--- src/rtl/bfly_pkg.sv ---
package bfly_pkg;
  // Pipeline depth from an accepted input beat to its result.
  localparam int unsigned BFLY_LAT = 3;
  // Default component width for data and twiddle.
  localparam int unsigned BFLY_DW_DEF = 16;
endpackage

--- src/rtl/bfly_valid_pipe.sv ---
module bfly_valid_pipe #(
  parameter int DEPTH = 3
) (
  input  logic             clk,
  input  logic             rst,
  input  logic             vin,
  output logic [DEPTH-1:0] vstage
);
  always_ff @(posedge clk) begin
    if (rst) vstage[0] <= 1'b0;
    else     vstage[0] <= vin;
  end

  for (genvar i = 1; i < DEPTH; i++) begin : g_stage
    always_ff @(posedge clk) begin
      if (rst) vstage[i] <= 1'b0;
      else     vstage[i] <= vstage[i-1];
    end
  end
endmodule

--- src/rtl/bfly_cmul.sv ---
module bfly_cmul #(
  parameter int DW = 16,
  parameter int TW = 16
) (
  input  logic                 clk,
  input  logic                 rst,
  input  logic                 en_mul,
  input  logic                 en_rnd,
  input  logic signed [DW-1:0] b_re,
  input  logic signed [DW-1:0] b_im,
  input  logic signed [TW-1:0] w_re,
  input  logic signed [TW-1:0] w_im,
  output logic signed [DW+1:0] t_re,
  output logic signed [DW+1:0] t_im
);
  localparam int PW  = DW + TW;
  localparam int RW  = DW + 1;
  localparam int SH  = TW - 1;
  localparam int TSW = DW + 2;
  localparam logic signed [PW:0] HALF = {{(PW+1-SH){1'b0}}, 1'b1, {(SH-1){1'b0}}};

  function automatic logic signed [PW-1:0] smul(input logic signed [DW-1:0] x,
                                                input logic signed [TW-1:0] y);
    return PW'(x) * PW'(y);
  endfunction

  // Round half away from zero while dropping SH fraction bits.
  function automatic logic signed [RW-1:0] rnd_sym(input logic signed [PW-1:0] p);
    logic signed [PW:0]   mag;
    logic signed [RW-1:0] q;
    mag = p[PW-1] ? -((PW+1)'(p)) : (PW+1)'(p);
    q   = RW'((mag + HALF) >>> SH);
    return p[PW-1] ? -q : q;
  endfunction

  logic signed [PW-1:0] p_rr, p_ii, p_ri, p_ir;

  // Stage 1: raw products.
  always_ff @(posedge clk) begin
    if (rst) begin
      p_rr <= '0; p_ii <= '0; p_ri <= '0; p_ir <= '0;
    end else if (en_mul) begin
      p_rr <= smul(b_re, w_re);
      p_ii <= smul(b_im, w_im);
      p_ri <= smul(b_re, w_im);
      p_ir <= smul(b_im, w_re);
    end
  end

  // Stage 2: round each term, then combine into the complex product.
  always_ff @(posedge clk) begin
    if (rst) begin
      t_re <= '0; t_im <= '0;
    end else if (en_rnd) begin
      t_re <= TSW'(rnd_sym(p_rr)) - TSW'(rnd_sym(p_ii));
      t_im <= TSW'(rnd_sym(p_ri)) + TSW'(rnd_sym(p_ir));
    end
  end
endmodule

--- src/rtl/bfly_addsub.sv ---
module bfly_addsub #(
  parameter int DW = 16
) (
  input  logic                 clk,
  input  logic                 rst,
  input  logic                 en,
  input  logic signed [DW-1:0] a_re,
  input  logic signed [DW-1:0] a_im,
  input  logic signed [DW+1:0] t_re,
  input  logic signed [DW+1:0] t_im,
  output logic signed [DW-1:0] x_re,
  output logic signed [DW-1:0] x_im,
  output logic signed [DW-1:0] y_re,
  output logic signed [DW-1:0] y_im,
  output logic [3:0]           sat_now,
  output logic [3:0]           sat_q
);
  localparam int SW = DW + 3;
  localparam logic signed [DW-1:0] VMAX = {1'b0, {(DW-1){1'b1}}};
  localparam logic signed [DW-1:0] VMIN = {1'b1, {(DW-1){1'b0}}};

  // Halve by arithmetic shift, then clamp; the top bit flags a clamp.
  function automatic logic [DW:0] halve_sat(input logic signed [SW-1:0] s);
    logic signed [SW-1:0] h;
    logic [SW-DW:0]       top;
    h   = s >>> 1;
    top = h[SW-1:DW-1];
    if ((&top) || !(|top)) return {1'b0, h[DW-1:0]};
    return {1'b1, (h[SW-1] ? VMIN : VMAX)};
  endfunction

  logic signed [SW-1:0] sum_w  [4];
  logic [DW:0]          fold_w [4];
  logic signed [DW-1:0] res_q  [4];

  // Lanes: 0 x_re, 1 x_im, 2 y_re, 3 y_im.
  for (genvar k = 0; k < 4; k++) begin : g_lane
    logic signed [SW-1:0] oa, ot;
    assign oa        = ((k % 2) == 0) ? SW'(a_re) : SW'(a_im);
    assign ot        = ((k % 2) == 0) ? SW'(t_re) : SW'(t_im);
    assign sum_w[k]  = (k < 2) ? (oa + ot) : (oa - ot);
    assign fold_w[k] = halve_sat(sum_w[k]);
    assign sat_now[k] = fold_w[k][DW];
  end

  always_ff @(posedge clk) begin
    if (rst) begin
      for (int k = 0; k < 4; k++) res_q[k] <= '0;
      sat_q <= '0;
    end else if (en) begin
      for (int k = 0; k < 4; k++) res_q[k] <= fold_w[k][DW-1:0];
      sat_q <= sat_now;
    end
  end

  assign x_re = res_q[0];
  assign x_im = res_q[1];
  assign y_re = res_q[2];
  assign y_im = res_q[3];
endmodule

--- src/rtl/bfly_radix2.sv ---
module bfly_radix2
  import bfly_pkg::*;
#(
  parameter int DW = BFLY_DW_DEF,
  parameter int TW = BFLY_DW_DEF
) (
  input  logic                 clk,
  input  logic                 rst,
  input  logic                 in_valid,
  input  logic signed [DW-1:0] a_re,
  input  logic signed [DW-1:0] a_im,
  input  logic signed [DW-1:0] b_re,
  input  logic signed [DW-1:0] b_im,
  input  logic signed [TW-1:0] w_re,
  input  logic signed [TW-1:0] w_im,
  output logic                 out_valid,
  output logic signed [DW-1:0] x_re,
  output logic signed [DW-1:0] x_im,
  output logic signed [DW-1:0] y_re,
  output logic signed [DW-1:0] y_im,
  output logic                 ovf_sticky
);
  localparam int TSW = DW + 2;

  logic [BFLY_LAT-1:0]   vpipe;
  logic signed [DW-1:0]  a_re_d [2];
  logic signed [DW-1:0]  a_im_d [2];
  logic signed [TSW-1:0] t_re, t_im;
  logic [3:0]            sat_now;
  logic [3:0]            sat_q;

  bfly_valid_pipe #(.DEPTH(BFLY_LAT)) u_vld (
    .clk    (clk),
    .rst    (rst),
    .vin    (in_valid),
    .vstage (vpipe)
  );

  // Operand A waits two stages alongside the multiplier.
  always_ff @(posedge clk) begin
    if (rst) begin
      a_re_d <= '{default: '0};
      a_im_d <= '{default: '0};
    end else begin
      if (in_valid) begin
        a_re_d[0] <= a_re;
        a_im_d[0] <= a_im;
      end
      if (vpipe[0]) begin
        a_re_d[1] <= a_re_d[0];
        a_im_d[1] <= a_im_d[0];
      end
    end
  end

  bfly_cmul #(.DW(DW), .TW(TW)) u_cmul (
    .clk    (clk),
    .rst    (rst),
    .en_mul (in_valid),
    .en_rnd (vpipe[0]),
    .b_re   (b_re),
    .b_im   (b_im),
    .w_re   (w_re),
    .w_im   (w_im),
    .t_re   (t_re),
    .t_im   (t_im)
  );

  bfly_addsub #(.DW(DW)) u_addsub (
    .clk     (clk),
    .rst     (rst),
    .en      (vpipe[1]),
    .a_re    (a_re_d[1]),
    .a_im    (a_im_d[1]),
    .t_re    (t_re),
    .t_im    (t_im),
    .x_re    (x_re),
    .x_im    (x_im),
    .y_re    (y_re),
    .y_im    (y_im),
    .sat_now (sat_now),
    .sat_q   (sat_q)
  );

  always_ff @(posedge clk) begin
    if (rst)                          ovf_sticky <= 1'b0;
    else if (vpipe[1] && (|sat_now))  ovf_sticky <= 1'b1;
  end

  assign out_valid = vpipe[BFLY_LAT-1];
endmodule

--- config.mk ---
export PLATFORM = sky130hd
export DESIGN_NAME = bfly_radix2
export DESIGN_NICKNAME = d
export VERILOG_FILES = /design/src/rtl/bfly_pkg.sv /design/src/rtl/bfly_valid_pipe.sv /design/src/rtl/bfly_cmul.sv /design/src/rtl/bfly_addsub.sv /design/src/rtl/bfly_radix2.sv
export SDC_FILE = /design/constraint.sdc
export NUM_CORES = 2
export LEC_CHECK = 0
export BUFFER_PORTS_ARGS = -buffer_cell sky130_fd_sc_hd__buf_2
export CORE_MARGIN = 2
export CORE_UTILIZATION = 45
export DETAILED_ROUTE_END_ITERATION = 10
export GPL_ROUTABILITY_DRIVEN = 1
export PLACE_DENSITY = 0.61
export REMOVE_ABC_BUFFERS = 1
export SLEW_MARGIN = 20
export SYNTH_ARGS = -nofsm -noshare
export SYNTH_HDL_FRONTEND = slang
export SYNTH_HIERARCHICAL = 1
export SYNTH_SLANG_ARGS = --single-unit
--- constraint.sdc ---
create_clock -name clk -period 15.6 [get_ports clk]
set_input_delay 4.68 -clock clk [delete_from_list [all_inputs] [get_ports clk]]
set_output_delay 4.68 -clock clk [all_outputs]
set_load 0.02 [all_outputs]
==> metrics <==
DRC Markers 0; total CTS buffers 36; Setup Viol. Count Final 0; drt pass-1 iters 5; slew of the pin with the lowest slew margin between 1 and 1.5 ns; CP Max Fanout 32; vias per cell 5.37; Post-CTS Repair Setup Buffers 0; cts hold-fix bufs 0; flop-to-flop setup slack around 8.5 ns; Post-DRT Antenna Nets 0; Worst Reg-to-Reg Cells 22; DR iter-0 viols 3039; WL per Instance 18.4 µm; FF-to-FF End u_cmul/t_im[16]; fraction of final layout cells sized beyond drive strength 1 0.0535; Post-Syn Instances 7098; placer congestion estimate 0.890; Hold Vio Cnt, Final 0; Fmax around 0.09 GHz; area grow syn2layout 4.71%; initial antenna violation count 0; # H-tree levels 2; GR Util All Layers 0.234; largest net degree at the start of global routing between 60 and 70; syn avg cell area ~8.7 µm²; worst rel slew slack 0.302; clk buf depth 3; startpoint types input pin; post-cts repair resize count 0; placed instance area 63500 µm²; TritonCTS Sinks around 300; Synth Cell Area between 60000 and 70000 µm²; Vias 47100; final instance area around 65000 µm²; Final min period 11.25 ns; Post-Layout Cell Count about 9000; Hold WS 0.452 ns; CORE AREA between 100000 and 150000 µm²; final net count between 8000 and 9000; Port-buffer cells 164; Pins Over Slew Limit 0; first-pass GRT wire length 265000 µm; Setup Skew approximately 0.021 ns; Min-Delay Path Depth 2; Tcrit/Tclk final 0.721; final setup TNS 0 ns; DIE AREA roughly 140000 µm²; HP Start ovf_sticky; clock slew seen by the registers of the worst setup and hold paths 0.07 ns; Crit Path Class in -> reg; CTS tree done; required time of the critical path approximately 16 ns; R2R Path Start u_cmul/p_ri[8]; DP HPWL about 120000 µm; Congestion Overflow GR 0; Die X-Extent 374 µm; CP arrival around 12 ns; crit path capture type flip-flop; vias in the first global route slightly below 50000; Starting Density 0.454; RSZ-0062 raised after global routing no; max_cap viols 0; status finished, final reports clean; hold endpoint ovf_sticky; Die H ~370 µm; root buffer cell clkbuf_16; IO Pins ~170; Yosys warnings 6; clock insertion delay at the later pin of the skew report 0.57 ns; final wirelength ~160000 µm; row cnt between 100 and 150; placed cells between 8000 and 9000; HP Class reg -> reg
## metal layers
metal,track usage,part of all wire
met5,0,0
met4,0.0644,0.029
met3,0.0253,0.052
met2,0.388,0.47
met1,0.325,0.45
## sequential cells by signal (all words and copies together) (netlist names)
signal,cells
u_cmul/t_re,18
u_vld/vstage,3
u_cmul/t_im,18
u_cmul/p_ri,32
u_addsub/res_q,64
u_cmul/p_ir,32
u_cmul/p_rr,32
a_im_d,32
a_re_d,32
u_cmul/p_ii,32
ovf_sticky,1
## placed cells by master (no fill, tap or decap), types with 88 or more instances in the layout
cell type,count
a21oi_1,220
and2_1,522
buf_2,162
dfxtp_1,230
fa_1,1054
ha_1,438
inv_1,1278
mux2i_1,165
nand2_1,699
nand3_1,88
nor2_1,429
nor3_1,95
o21ai_0,202
xnor2_1,249
xor2_1,97
## worst max path at each step
stage / slack (ns) / cells past startpoint / end / start
2_1_floorplan: 5.07 / 22 / u_cmul/p_ir[29] / w_re[15]
3_3_place_gp: 3.96 / 19 / u_cmul/p_ri[30] / b_re[10]
3_5_place_dp: 3.90 / 23 / u_cmul/p_rr[29] / b_re[10]
4_1_cts: 4.48 / 23 / u_cmul/p_ri[25] / w_im[1]
5_1_grt: 4.06 / 19 / u_cmul/p_ri[30] / b_re[10]
6_report: 4.35 / 23 / u_cmul/p_rr[29] / b_re[10]
## cell type report
cell class / count / area, µm²
Clock buffer: 41 / 930
Multi-Input combinational cell: 5145 / 48700
Inverter: 1284 / 4820
Antenna cell: 1 / 2.50
Timing Repair Buffer: 203 / 1130
Tap cell: 1781 / 2230
Fill cell: 13200 / 71200
Sequential cell: 296 / 6570
Clock inverter: 24 / 233
## stage by stage
stage | worst slack [ns] | utilization
final | 4.35 | 0.476
after global routing | 4.06 | 0.476
after CTS | 4.48 | 0.476
after detailed placement | 3.90 | 0.467
after global placement | 3.96 | 0.467
after floorplan | 5.07 | -
## worst max-delay path, cell delays in order
cell	delay [ns]
buf_2	0.66
nand2_1	0.18
fa_1	0.55
fa_1	0.57
fa_1	0.44
fa_1	0.55
inv_1	0.05
fa_1	0.47
inv_1	0.05
fa_1	0.48
inv_1	0.04
ha_1	0.35
a21o_1	0.18
a21o_1	0.18
nand2_1	0.07
o21ai_0	0.18
nor3_1	0.43
nor3_1	0.11
a211o_1	0.36
a221o_1	0.38
a21boi_0	0.40
xor2_1	0.20
o21ai_0	0.09
Power is left out: the tool's default activity adds up to more than one toggle a clock period on the data nets, which glitch-free logic cannot reach.
